<file path="config.mk">
export PLATFORM = sky130hd
export DESIGN_NAME = omega_route_net
export DESIGN_NICKNAME = d
export VERILOG_FILES = /design/src/rtl/omega_pkg.sv /design/src/rtl/omega_elem.sv /design/src/rtl/omega_stage.sv /design/src/rtl/omega_route_net.sv
export SDC_FILE = /design/constraint.sdc
export NUM_CORES = 1
export LEC_CHECK = 0
export BUFFER_PORTS_ARGS = -buffer_cell sky130_fd_sc_hd__buf_2
export CORE_MARGIN = 3
export CORE_UTILIZATION = 51
export DETAILED_ROUTE_END_ITERATION = 6
export GPL_ROUTABILITY_DRIVEN = 0
export PLACE_DENSITY = 0.79
export RECOVER_POWER = 50
export SLEW_MARGIN = 10
export SYNTH_ARGS = -nofsm -noshare
export SYNTH_HDL_FRONTEND = slang
export SYNTH_SLANG_ARGS = --single-unit
</file>
<file path="constraint.sdc">
create_clock -name clk -period 2.25 [get_ports clk]
set_input_delay 0.1125 -clock clk [delete_from_list [all_inputs] [get_ports clk]]
set_output_delay 0.1125 -clock clk [all_outputs]
set_load 0.02 [all_outputs]
</file>
<file path="src/rtl/omega_pkg.sv">
package omega_pkg;

    typedef enum logic {
        PORT_UP = 1'b0,
        PORT_DN = 1'b1
    } port_sel_e;

    // Perfect shuffle on an aw-bit line index: rotate left by one bit.
    function automatic int shuffle_pos(input int idx, input int aw);
        int mask;
        mask = (1 << aw) - 1;
        return ((idx << 1) | (idx >> (aw - 1))) & mask;
    endfunction

endpackage

</file>
<file path="src/rtl/omega_elem.sv">
// One 2x2 element. A packet is {vld, dst[A], src[A], dat[W]}.
module omega_elem #(
    parameter int A      = 3,
    parameter int W      = 8,
    parameter int BITSEL = 2,
    localparam int PW    = 1 + 2 * A + W
) (
    input  logic [PW-1:0] pk_up,
    input  logic [PW-1:0] pk_dn,
    output logic [PW-1:0] q_up,
    output logic [PW-1:0] q_dn,
    output logic          lose,
    output logic [A-1:0]  lose_src
);
    import omega_pkg::*;

    localparam int DST_LSB = W + A;

    port_sel_e want_up;
    port_sel_e want_dn;
    logic      v_up;
    logic      v_dn;

    always_comb begin
        v_up    = pk_up[PW-1];
        v_dn    = pk_dn[PW-1];
        want_up = port_sel_e'(pk_up[DST_LSB+BITSEL]);
        want_dn = port_sel_e'(pk_dn[DST_LSB+BITSEL]);
        q_up    = '0;
        q_dn    = '0;
        // Lower input placed first, upper input overrides on a tie.
        if (v_dn) begin
            if (want_dn == PORT_DN) q_dn = pk_dn;
            else                    q_up = pk_dn;
        end
        if (v_up) begin
            if (want_up == PORT_DN) q_dn = pk_up;
            else                    q_up = pk_up;
        end
        lose     = v_up && v_dn && (want_up == want_dn);
        lose_src = pk_dn[W +: A];
    end

endmodule

</file>
<file path="src/rtl/omega_stage.sv">
// Shuffle wiring followed by one column of elements.
module omega_stage #(
    parameter int A   = 3,
    parameter int W   = 8,
    parameter int STG = 0,
    localparam int N  = 1 << A,
    localparam int PW = 1 + 2 * A + W,
    localparam int NE = N / 2
) (
    input  logic [N*PW-1:0] lines_i,
    output logic [N*PW-1:0] lines_o,
    output logic [N-1:0]    blk_o
);
    logic [N*PW-1:0] shuf;
    logic [NE-1:0]   lose;
    logic [A-1:0]    lose_src [NE];

    for (genvar i = 0; i < N; i++) begin : g_shuf
        localparam int SH = omega_pkg::shuffle_pos(i, A);
        assign shuf[SH*PW +: PW] = lines_i[i*PW +: PW];
    end

    for (genvar e = 0; e < NE; e++) begin : g_elem
        omega_elem #(
            .A      (A),
            .W      (W),
            .BITSEL (A - 1 - STG)
        ) u_elem (
            .pk_up    (shuf[(2*e)*PW +: PW]),
            .pk_dn    (shuf[(2*e+1)*PW +: PW]),
            .q_up     (lines_o[(2*e)*PW +: PW]),
            .q_dn     (lines_o[(2*e+1)*PW +: PW]),
            .lose     (lose[e]),
            .lose_src (lose_src[e])
        );
    end

    always_comb begin
        blk_o = '0;
        for (int e = 0; e < NE; e++) begin
            if (lose[e]) blk_o[lose_src[e]] = 1'b1;
        end
    end

endmodule

</file>
<file path="src/rtl/omega_route_net.sv">
module omega_route_net #(
    parameter int A  = 3,
    parameter int W  = 8,
    localparam int N = 1 << A
) (
    input  logic         clk,
    input  logic         rst,
    input  logic [N-1:0]   in_vld,
    input  logic [N*A-1:0] in_dest,
    input  logic [N*W-1:0] in_data,
    output logic [N-1:0]   out_vld,
    output logic [N*A-1:0] out_src,
    output logic [N*W-1:0] out_data,
    output logic [N-1:0]   in_blk
);
    localparam int PW = 1 + 2 * A + W;

    typedef struct packed {
        logic [N-1:0]   vld;
        logic [N*A-1:0] src;
        logic [N*W-1:0] dat;
        logic [N-1:0]   blk;
    } state_t;

    state_t st_d;
    state_t st_q;

    logic [A:0][N*PW-1:0] link;
    logic [A-1:0][N-1:0]  stg_blk;

    for (genvar i = 0; i < N; i++) begin : g_pack
        assign link[0][i*PW +: PW] =
            {in_vld[i], in_dest[i*A +: A], A'(i), in_data[i*W +: W]};
    end

    for (genvar s = 0; s < A; s++) begin : g_stage
        omega_stage #(
            .A   (A),
            .W   (W),
            .STG (s)
        ) u_stage (
            .lines_i (link[s]),
            .lines_o (link[s+1]),
            .blk_o   (stg_blk[s])
        );
    end

    always_comb begin
        st_d = '0;
        for (int s = 0; s < A; s++) begin
            st_d.blk = st_d.blk | stg_blk[s];
        end
        for (int j = 0; j < N; j++) begin
            if (link[A][j*PW + PW - 1]) begin
                st_d.vld[j]         = 1'b1;
                st_d.src[j*A +: A]  = link[A][j*PW + W +: A];
                st_d.dat[j*W +: W]  = link[A][j*PW +: W];
            end
        end
    end

    always_ff @(posedge clk) begin
        if (rst) st_q <= '0;
        else     st_q <= st_d;
    end

    assign out_vld  = st_q.vld;
    assign out_src  = st_q.src;
    assign out_data = st_q.dat;
    assign in_blk   = st_q.blk;

endmodule

</file>
* Yosys cells after proc, flatten, opt, wreduce, memory -nomap -nowiden
Index checks and enable logic that the tools add are counted.
** Cells by class
- Add/sub/neg operators :: 0
- Multiply operators :: 0
- Div/mod/pow operators :: 0
- Order comparisons :: 16
- Eq/ne operators :: 12
- Shift-type cells :: 0
- Multiplexer cells :: 132
- Bitwise logic cells :: 16
- Reduce and logical (&&, ||, !) cells :: 40
** Operators with widths (number)
- 2-to-1 mux 15 bit :: 96
- 2-to-1 mux 8 bit :: 9
- OR 8 bit :: 8
- logical AND 1 bit :: 32
- < comparator 3 x 4 -> 1 bit (second input constant) :: 8
- demux 1 bit (select 3 bit) :: 8
- >= comparator 3 x 1 -> 1 bit (second input constant) :: 8
- 2-to-1 mux 1 bit :: 16
- OR reduction 2 bit :: 8
- equality test 1 bit :: 12
- inverter 1 bit :: 8
- 2-to-1 mux 7 bit :: 1
- 2-to-1 mux 6 bit :: 1
- 2-to-1 mux 5 bit :: 1
** Word-level totals
- Register bits after elaboration :: 104
- Bits in latches :: 0
- RAM bits :: 0
- ROM bits :: 0
- Bits of input ports :: 98
- Output and inout port bits :: 104
- Memories kept :: 0

* Longest topological paths before layout
Gate-level depths: netlist (run 1).
- Depth in word-level cells :: 20
- Gate-level depth with buffers :: 10

* Modules after synthesis
Synthesis (run 1) repeated with hierarchy kept, for this count alone.
** Second synthesis, totals
- Cells, all modules :: 1457
- Area total of the unflattened synthesis :: 11451.0 µm²
** By module, submodules not included
- omega_elem :: instances 12, cells an instance 92, area each 645.6 µm²
- omega_route_net :: instances 1, cells an instance 227, area each 2826.5 µm²
- omega_stage (g_stage[2].u_stage) :: instances 1, cells an instance 44, area each 302.8 µm²
- omega_stage (g_stage[1].u_stage) :: instances 1, cells an instance 42, area each 290.3 µm²
- omega_stage (g_stage[0].u_stage) :: instances 1, cells an instance 40, area each 284.0 µm²

* Least setup slack after synthesis (run 1)
No wires, ideal clock.
- Path type :: input -> register
- Start point :: input in_dest[5]
- End point :: register st_q (netlist bit out_data[10])
- Library setup time :: 128 ps
- Arrival :: 1567 ps
- Data required time :: 2122 ps
- Setup slack :: 554 ps
- Stages on the path :: 8
- Path through :: buf_4 nand2b_4 a31oi_2 mux2_2 nor2b_1 buf_2 a22oi_1 nor2_1
** On the way
- Cells in the longest elaborated chain, start to end :: 10
** Ends and longest elaborated chain
- start, declared :: RTL line omega_route_net.sv:9 : input logic [N*A-1:0] in_dest,
- 2-to-1 mux 15 bit * :: RTL line omega_elem.sv:37 : if (want_up == PORT_DN) q_dn = pk_up;
- 2-to-1 mux 15 bit * :: RTL line omega_elem.sv:36 : if (v_up) begin
- 2-to-1 mux 15 bit :: RTL line omega_elem.sv:37
- 2-to-1 mux 15 bit * :: RTL line omega_elem.sv:36
- 2-to-1 mux 15 bit :: RTL line omega_elem.sv:33 : if (want_dn == PORT_DN) q_dn = pk_dn;
- 2-to-1 mux 15 bit * :: RTL line omega_elem.sv:32 : if (v_dn) begin
- 2-to-1 mux 15 bit :: RTL line omega_elem.sv:37
- 2-to-1 mux 15 bit * :: RTL line omega_elem.sv:36
- inverter 1 bit (no line)
- OR reduction 2 bit (no line)
- end signal, assigned :: RTL line omega_route_net.sv:64 : else st_q <= st_d;
- end, declared :: RTL line omega_route_net.sv:26 : state_t st_q;
Mark *: on every way between the ends. The rest lies on a longest branch, timed or not.
A chain may end at the register's enable or synchronous reset.

* Worst setup path in the final report (run 1)
- Start point :: input in_dest[2]
- End point :: register st_q (netlist bit out_data[13])
** On the way
- Cells in the longest elaborated chain, start to end :: 8
** Ends and longest elaborated chain (RTL line)
- 2-to-1 mux 15 bit * :: omega_elem.sv:37
- 2-to-1 mux 15 bit * :: omega_elem.sv:36
- 2-to-1 mux 15 bit :: omega_elem.sv:37
- 2-to-1 mux 15 bit * :: omega_elem.sv:36
- 2-to-1 mux 15 bit :: omega_elem.sv:37
- 2-to-1 mux 15 bit * :: omega_elem.sv:36
- inverter 1 bit (no line)
- OR reduction 2 bit (no line)
Marks and branches as above.

==> impl_metrics.yaml, run 1 <==
synth:
  syn-instance-count: 712
  syn_avg_cell_area_um2: 8.440
  synth_nets: 810
  synthesis.area_um2: 6010
  synth-xor-area-share_pct: 1.853
  ys_seq_elements: 104
  yosysSeqAreaShare_pct: 34.65
  synth.distinct_cells: 80
  yosys.area_share.simple_pct: 19.20
  synth_flop_cell: "dfxtp_1"
  synthAdderAreaFrac_pct: 0
  yosys-mux-area-fraction_pct: 1.437
  synthArstFlopShare_pct: 0
  synth_edf_count: 0
  synth_compound_area_share_pct: 36.83
  ys_warn_count: 0
  synth_top_family_by_area: "compound AO/OA/AOI/OAI gates"
sta:
  hold_violations: 0
  tns_ns: 0
  slew_violations: 0
  rsz0062_at_grt: "false"
  worst_pin_slew_ns: 1.463
  fin_crit_ns: 1.967
  relSlewSlack_pct: 2.494
  finalSetupViolCount: 0
  finalCritPeriodShare_pct: 87.40
  fmax_mhz: 508.5
setup_path:
  max_stage_delay_ns: 0.70
  cp_max_fo: 11
  path_class: "input port to register"
  end_kind: "register"
  start_kind: "input port"
  crit_chain: "buf_2 > nand2b_1 > a31oi_1 > mux2i_1 > nor2b_1 > a22oi_1 > nor2_1"
  arrival_ns: 2.26
  required_ns: 2.54
  worst_path_max_delay_cell: "nor2b_1"
clock_network:
  cts.sinks: 104
  cts_max_level: 3
  cts_hold_buf: 0
  ctsResizeCount: 0
  cts_buffers: 9
  clockRootBuffer: "clkbuf_16"
  cts_setup_buffers: 0
  cts_max_path_buffers: 2
  tritoncts: "done"
  path_clk_slew_ns: 0.07
finish:
  regArea_um2: 2082
  multi_input_area_um2: 3568
  n_antenna_cell: 0
  fin_cells: 1058
  fillCellCount: 1033
  layout_common_cells: "a22oi_1 (137), clkbuf_1 (104), dfxtp_1 (104), buf_2 (98), nor2_1 (87)"
  layout_commonest_cell: "a22oi_1"
  fin_nets: 1008
  area_growth_pct: 23.01
  drive_gt1_share_pct: 22.84
die:
  die_h_um: 114.6
  io_pins: 202
  die_x_um: 114.6
  core-area_um2: 11470
  row_count: 39
  initial_utilization_pct: 52.41
  dieArea_um2: 13120
detailed_routing:
  ant_nets: 0
  drtIter0Drc: 1157
  via_count: 7223
  dr.pass1.iters: 7
  drc_errors: 41
  detail_route.vias_per_cell: 6.827
  avgRoutedWirePerCell_um: 22.60
  wirelength_mm: 23.91
flow_run:
  drv_cap: 0
global_route:
  grt_max_degree: 28
  antenna_found_initial: 0
  grt_pass1_vias: 6815
  grt_use_total_pct: 35.49
  overflow: 0
  grt_pass1_wl_mm: 36.33
run_status:
  violations: "design-rule violations"
  status: "complete, but fails checks"
pwr:
  irDropWorstVdd_mv: 0.3910
  p_leak_nw: 2.699
  powerDensity_nw_per_um2: 633.5
worst_hold_path:
  worstHoldPathType: "input port to register"
placement:
  dp_cells: 1042
  dpl.hpwl_mm: 18.58
  buffer_ports.inserted: 201
## area by class of cell
class,count,area share (%)
multi-input combinational,534,48.27
sequential,104,28.17
timing repair buffer,243,16.13
clock buffer,10,3.098
tap,143,2.420
clock inverter,6,0.9986
inverter,18,0.9140
## per-stage QoR
step	total power, mW	cell area (um^2)	util [%]	setup slack (ns)	hold slack, ns
floorplan	2.666	6010	-	0.5544	0.2308
global placement	3.036	7218	62.95	0.1695	0.3720
detailed placement	3.066	7218	62.95	0.08478	0.3882
CTS	4.654	7521	65.59	0.4212	0.009921
global route	4.838	7392	64.46	0.1301	0.03460
finish	4.683	7392	64.46	0.2834	0.01301
## cells by family after synthesis
kind of cell           Yosys count
AO/OA/AOI/OAI                  297
AND/OR/NAND/NOR                219
flip-flops                     104
buffers and inverters           74
XOR/XNOR                        11
multiplexers                     6
other                            1
## power breakdown
| group | internal, mW | switching, mW | total, mW |
|---|---|---|---|
| combinational | 0.390 | 0.783 | 1.17 |
| sequential | 1.89 | 0.0127 | 1.90 |
| clock | 0.879 | 0.729 | 1.61 |
## flip-flops by register name, summed over array words and instances (netlist names)
| register | cells |
|---|---|
| out_vld | 8 |
| in_blk | 8 |
| out_data | 64 |
| out_src | 24 |
## final timing paths
path	endpoint	slack, ns	startpoint	depth (start not counted)
worst max-delay path	out_data[13]$_SDFF_PP0_	0.28	in_dest[2]	7
worst min-delay path	in_blk[4]$_SDFF_PP0_	0.01	in_vld[4]	3
## critical path, delay by kind of cell
| family | cells | cell delay [ns] |
|---|---|---|
| AOI/OAI and AO/OA | 2 | 0.68 |
| buffers and inverters | 1 | 0.17 |
| muxes | 1 | 0.21 |
| and+or+nand+nor | 3 | 1.08 |
## per-layer routing
layer,up-vias,part of all wire [%],wire [um],GRT usage (%)
met4,0,5.9,1417,16.39
met1,3273,36,8488,44.64
met2,678,44,10640,56.38
met3,156,14,3367,9.778
met5,-,0,0,0
li1,3116,-,-,-
## Yosys cell counts, types with 3 or more instances
library cell	count	area (um^2)
o211ai_1	3	22.52
o21ai_1	8	40.04
dfxtp_1	104	2082
o21ai_0	7	35.03
o22ai_2	3	37.54
nor3_1	12	60.06
nand2_1	27	101.4
nand2b_1	11	68.82
nand4_1	3	18.77
buf_2	29	145.1
inv_2	7	26.28
inv_1	11	41.29
nor2_1	87	326.6
xor2_1	4	35.03
a31oi_4	3	63.81
xnor2_1	5	43.79
nor2_2	3	18.77
o21a_1	3	22.52
o21ai_2	3	26.28
buf_6	4	45.04
nor3b_1	4	30.03
a22o_1	4	35.03
nor2b_1	9	56.30
o32ai_1	4	35.03
nand3_1	14	70.07
mux2i_1	3	30.03
and3b_1	7	61.31
a31oi_1	10	62.56
nor2_4	3	33.78
buf_4	4	30.03
a31oi_2	5	62.56
a21oi_1	14	70.07
o22ai_1	68	425.4
clkbuf_1	17	63.81
and3_1	5	31.28
a22oi_1	137	1028
and2_1	11	68.82
or2_2	3	18.77
Note: power is estimated with default switching activity, not from simulation.
==> inputs of run 2 (changes only) <==
--- a/config.mk
+++ b/config.mk
@@ -6,8 +6,10 @@
 export NUM_CORES = 1
 export LEC_CHECK = 0
 export BUFFER_PORTS_ARGS = -buffer_cell sky130_fd_sc_hd__buf_2
+export CORE_ASPECT_RATIO = 1.4
 export CORE_MARGIN = 3
 export CORE_UTILIZATION = 51
+export CTS_CLUSTER_SIZE = 28
 export DETAILED_ROUTE_END_ITERATION = 6
 export GPL_ROUTABILITY_DRIVEN = 0
 export PLACE_DENSITY = 0.79
==> run 2 against run 1 <==
The flow still finishes with violations (design-rule violations); largest power group unchanged; cell area down 0.39%; critical endpoint is now out_data[12]$_SDFF_PP0_; worst setup slack worse by 0.0061 ns; sequential share of layout area grew 0.11 points.
==> impl_metrics.yaml, run 2 (same netlist as run 1, synthesis figures left out) <==
run_status:
  status: "complete, but fails checks"
  violations: "design-rule violations"
clock_network:
  cts_buffers: 9
  ctsResizeCount: 0
  clockRootBuffer: "clkbuf_16"
  cts_setup_buffers: 0
  cts_max_path_buffers: 2
  cts_max_level: 3
  cts.sinks: 104
  tritoncts: "done"
  path_clk_slew_ns: 0.07
  cts_hold_buf: 0
pwr:
  seq_power_share_pct: 41.5
  power.internal_mw: 3.054
  p_leak_nw: 2.682
  p_sw_mw: 1.531
  p_clk_share_pct: 33.1
  switching_share_pct: 33.39
  powerDensity_nw_per_um2: 622.6
  combPwrFrac_pct: 25.4
  irDropWorstVdd_mv: 0.5324
detailed_routing:
  via_count: 7021
  dr.pass1.iters: 7
  avgRoutedWirePerCell_um: 22.01
  drtIter0Drc: 1022
  ant_nets: 0
  drc_errors: 42
  detail_route.vias_per_cell: 6.655
  wirelength_mm: 23.22
global_route:
  grt_pass1_vias: 6730
  grt_max_degree: 27
  gr-usage-met2_pct: 56.45
  busiest_layer: "met2"
  grt_pass1_wl_mm: 35.80
  grt_use_met3_pct: 6.504
  antenna_found_initial: 0
  met1_usage_pct: 41.64
  grt_use_total_pct: 34.21
  overflow: 0
worst_hold_path:
  worstHoldPathType: "input port to register"
die:
  dieArea_um2: 13140
  row_count: 46
  core-area_um2: 11400
  die_h_um: 134.4
  io_pins: 202
  die_x_um: 97.74
  initial_utilization_pct: 52.73
sta:
  fmax_mhz: 506.9
  rsz0062_at_grt: "false"
  hold_slack_ns: 0.02466
  finalSetupViolCount: 0
  worst_pin_slew_ns: 1.435
  slew_violations: 0
  fin_crit_ns: 1.973
  tns_ns: 0
  hold_violations: 0
  relSlewSlack_pct: 4.309
  finalCritPeriodShare_pct: 87.67
placement:
  place_area_um2: 7202
  dpl.hpwl_mm: 18.28
  buffer_ports.inserted: 201
  dp_cells: 1039
finish:
  fin_cells: 1055
  multi_input_area_um2: 3568
  fin_area_um2: 7363
  fillCellCount: 1034
  area_growth_pct: 22.53
  drive_gt1_share_pct: 22.61
  layout_common_cells: "a22oi_1 (137), dfxtp_1 (104), clkbuf_1 (103), buf_2 (98), nor2_1 (87)"
  layout_commonest_cell: "a22oi_1"
  largest_reg_flops: 64
  n_antenna_cell: 0
  fin_nets: 1004
  regArea_um2: 2082
setup_path:
  worst_path_max_delay_cell: "nor2b_1"
  end_kind: "register"
  crit_chain: "buf_2 > nand2b_1 > a31oi_1 > mux2i_1 > nor2b_1 > a22oi_1 > nor2_1"
  start_kind: "input port"
  path_class: "input port to register"
  max_stage_delay_ns: 0.68
  arrival_ns: 2.26
  cp_max_fo: 11
  required_ns: 2.54
flow_run:
  drv_cap: 0
==> run 2: worst max-delay path, delay by kind of cell <==
kind | cells | cell delay [ns]
buffers and inverters | 1 | 0.16
AOI/OAI and AO/OA | 2 | 0.69
muxes | 1 | 0.25
and+or+nand+nor | 3 | 1.04
==> run 2: power by group through the flow <==
stage	Sequential, mW	Combinational, mW	Clock, mW
after floorplan	2.01	0.659	0
after global placement	1.94	1.10	0
after detailed placement	1.94	1.12	0
after CTS	1.90	1.13	1.52
after global routing	1.91	1.22	1.59
final	1.90	1.16	1.52
==> run 2: final cells by class <==
cell class / count / share of cell area, %
clock inverters: 7 / 0.8836
inverters: 18 / 0.9176
clock buffers: 9 / 3.059
multi-input cells: 534 / 48.46
well taps: 144 / 2.447
flip-flops and latches: 104 / 28.28
repair buffers: 239 / 15.96
==> run 2: path summary, 6_finish.rpt <==
path,start,cells after the start,to
max,in_dest[2],7,out_data[12]$_SDFF_PP0_
min,in_vld[4],3,in_blk[4]$_SDFF_PP0_
==> run 2: metrics by stage <==
stage / setup slack, ns / power (mW) / util (%)
floorplan: 0.5544 / 2.666 / -
global placement: 0.1820 / 3.043 / 63.20
detailed placement: 0.04848 / 3.064 / 63.20
CTS: 0.4095 / 4.551 / 65.74
global route: 0.1604 / 4.722 / 64.61
finish: 0.2773 / 4.584 / 64.61
==> run 2: layer usage <==
metal,vias up,wire [um]
met5,-,0
met4,0,1479
met3,137,2613
met2,593,10720
met1,3185,8409
li1,3106,-
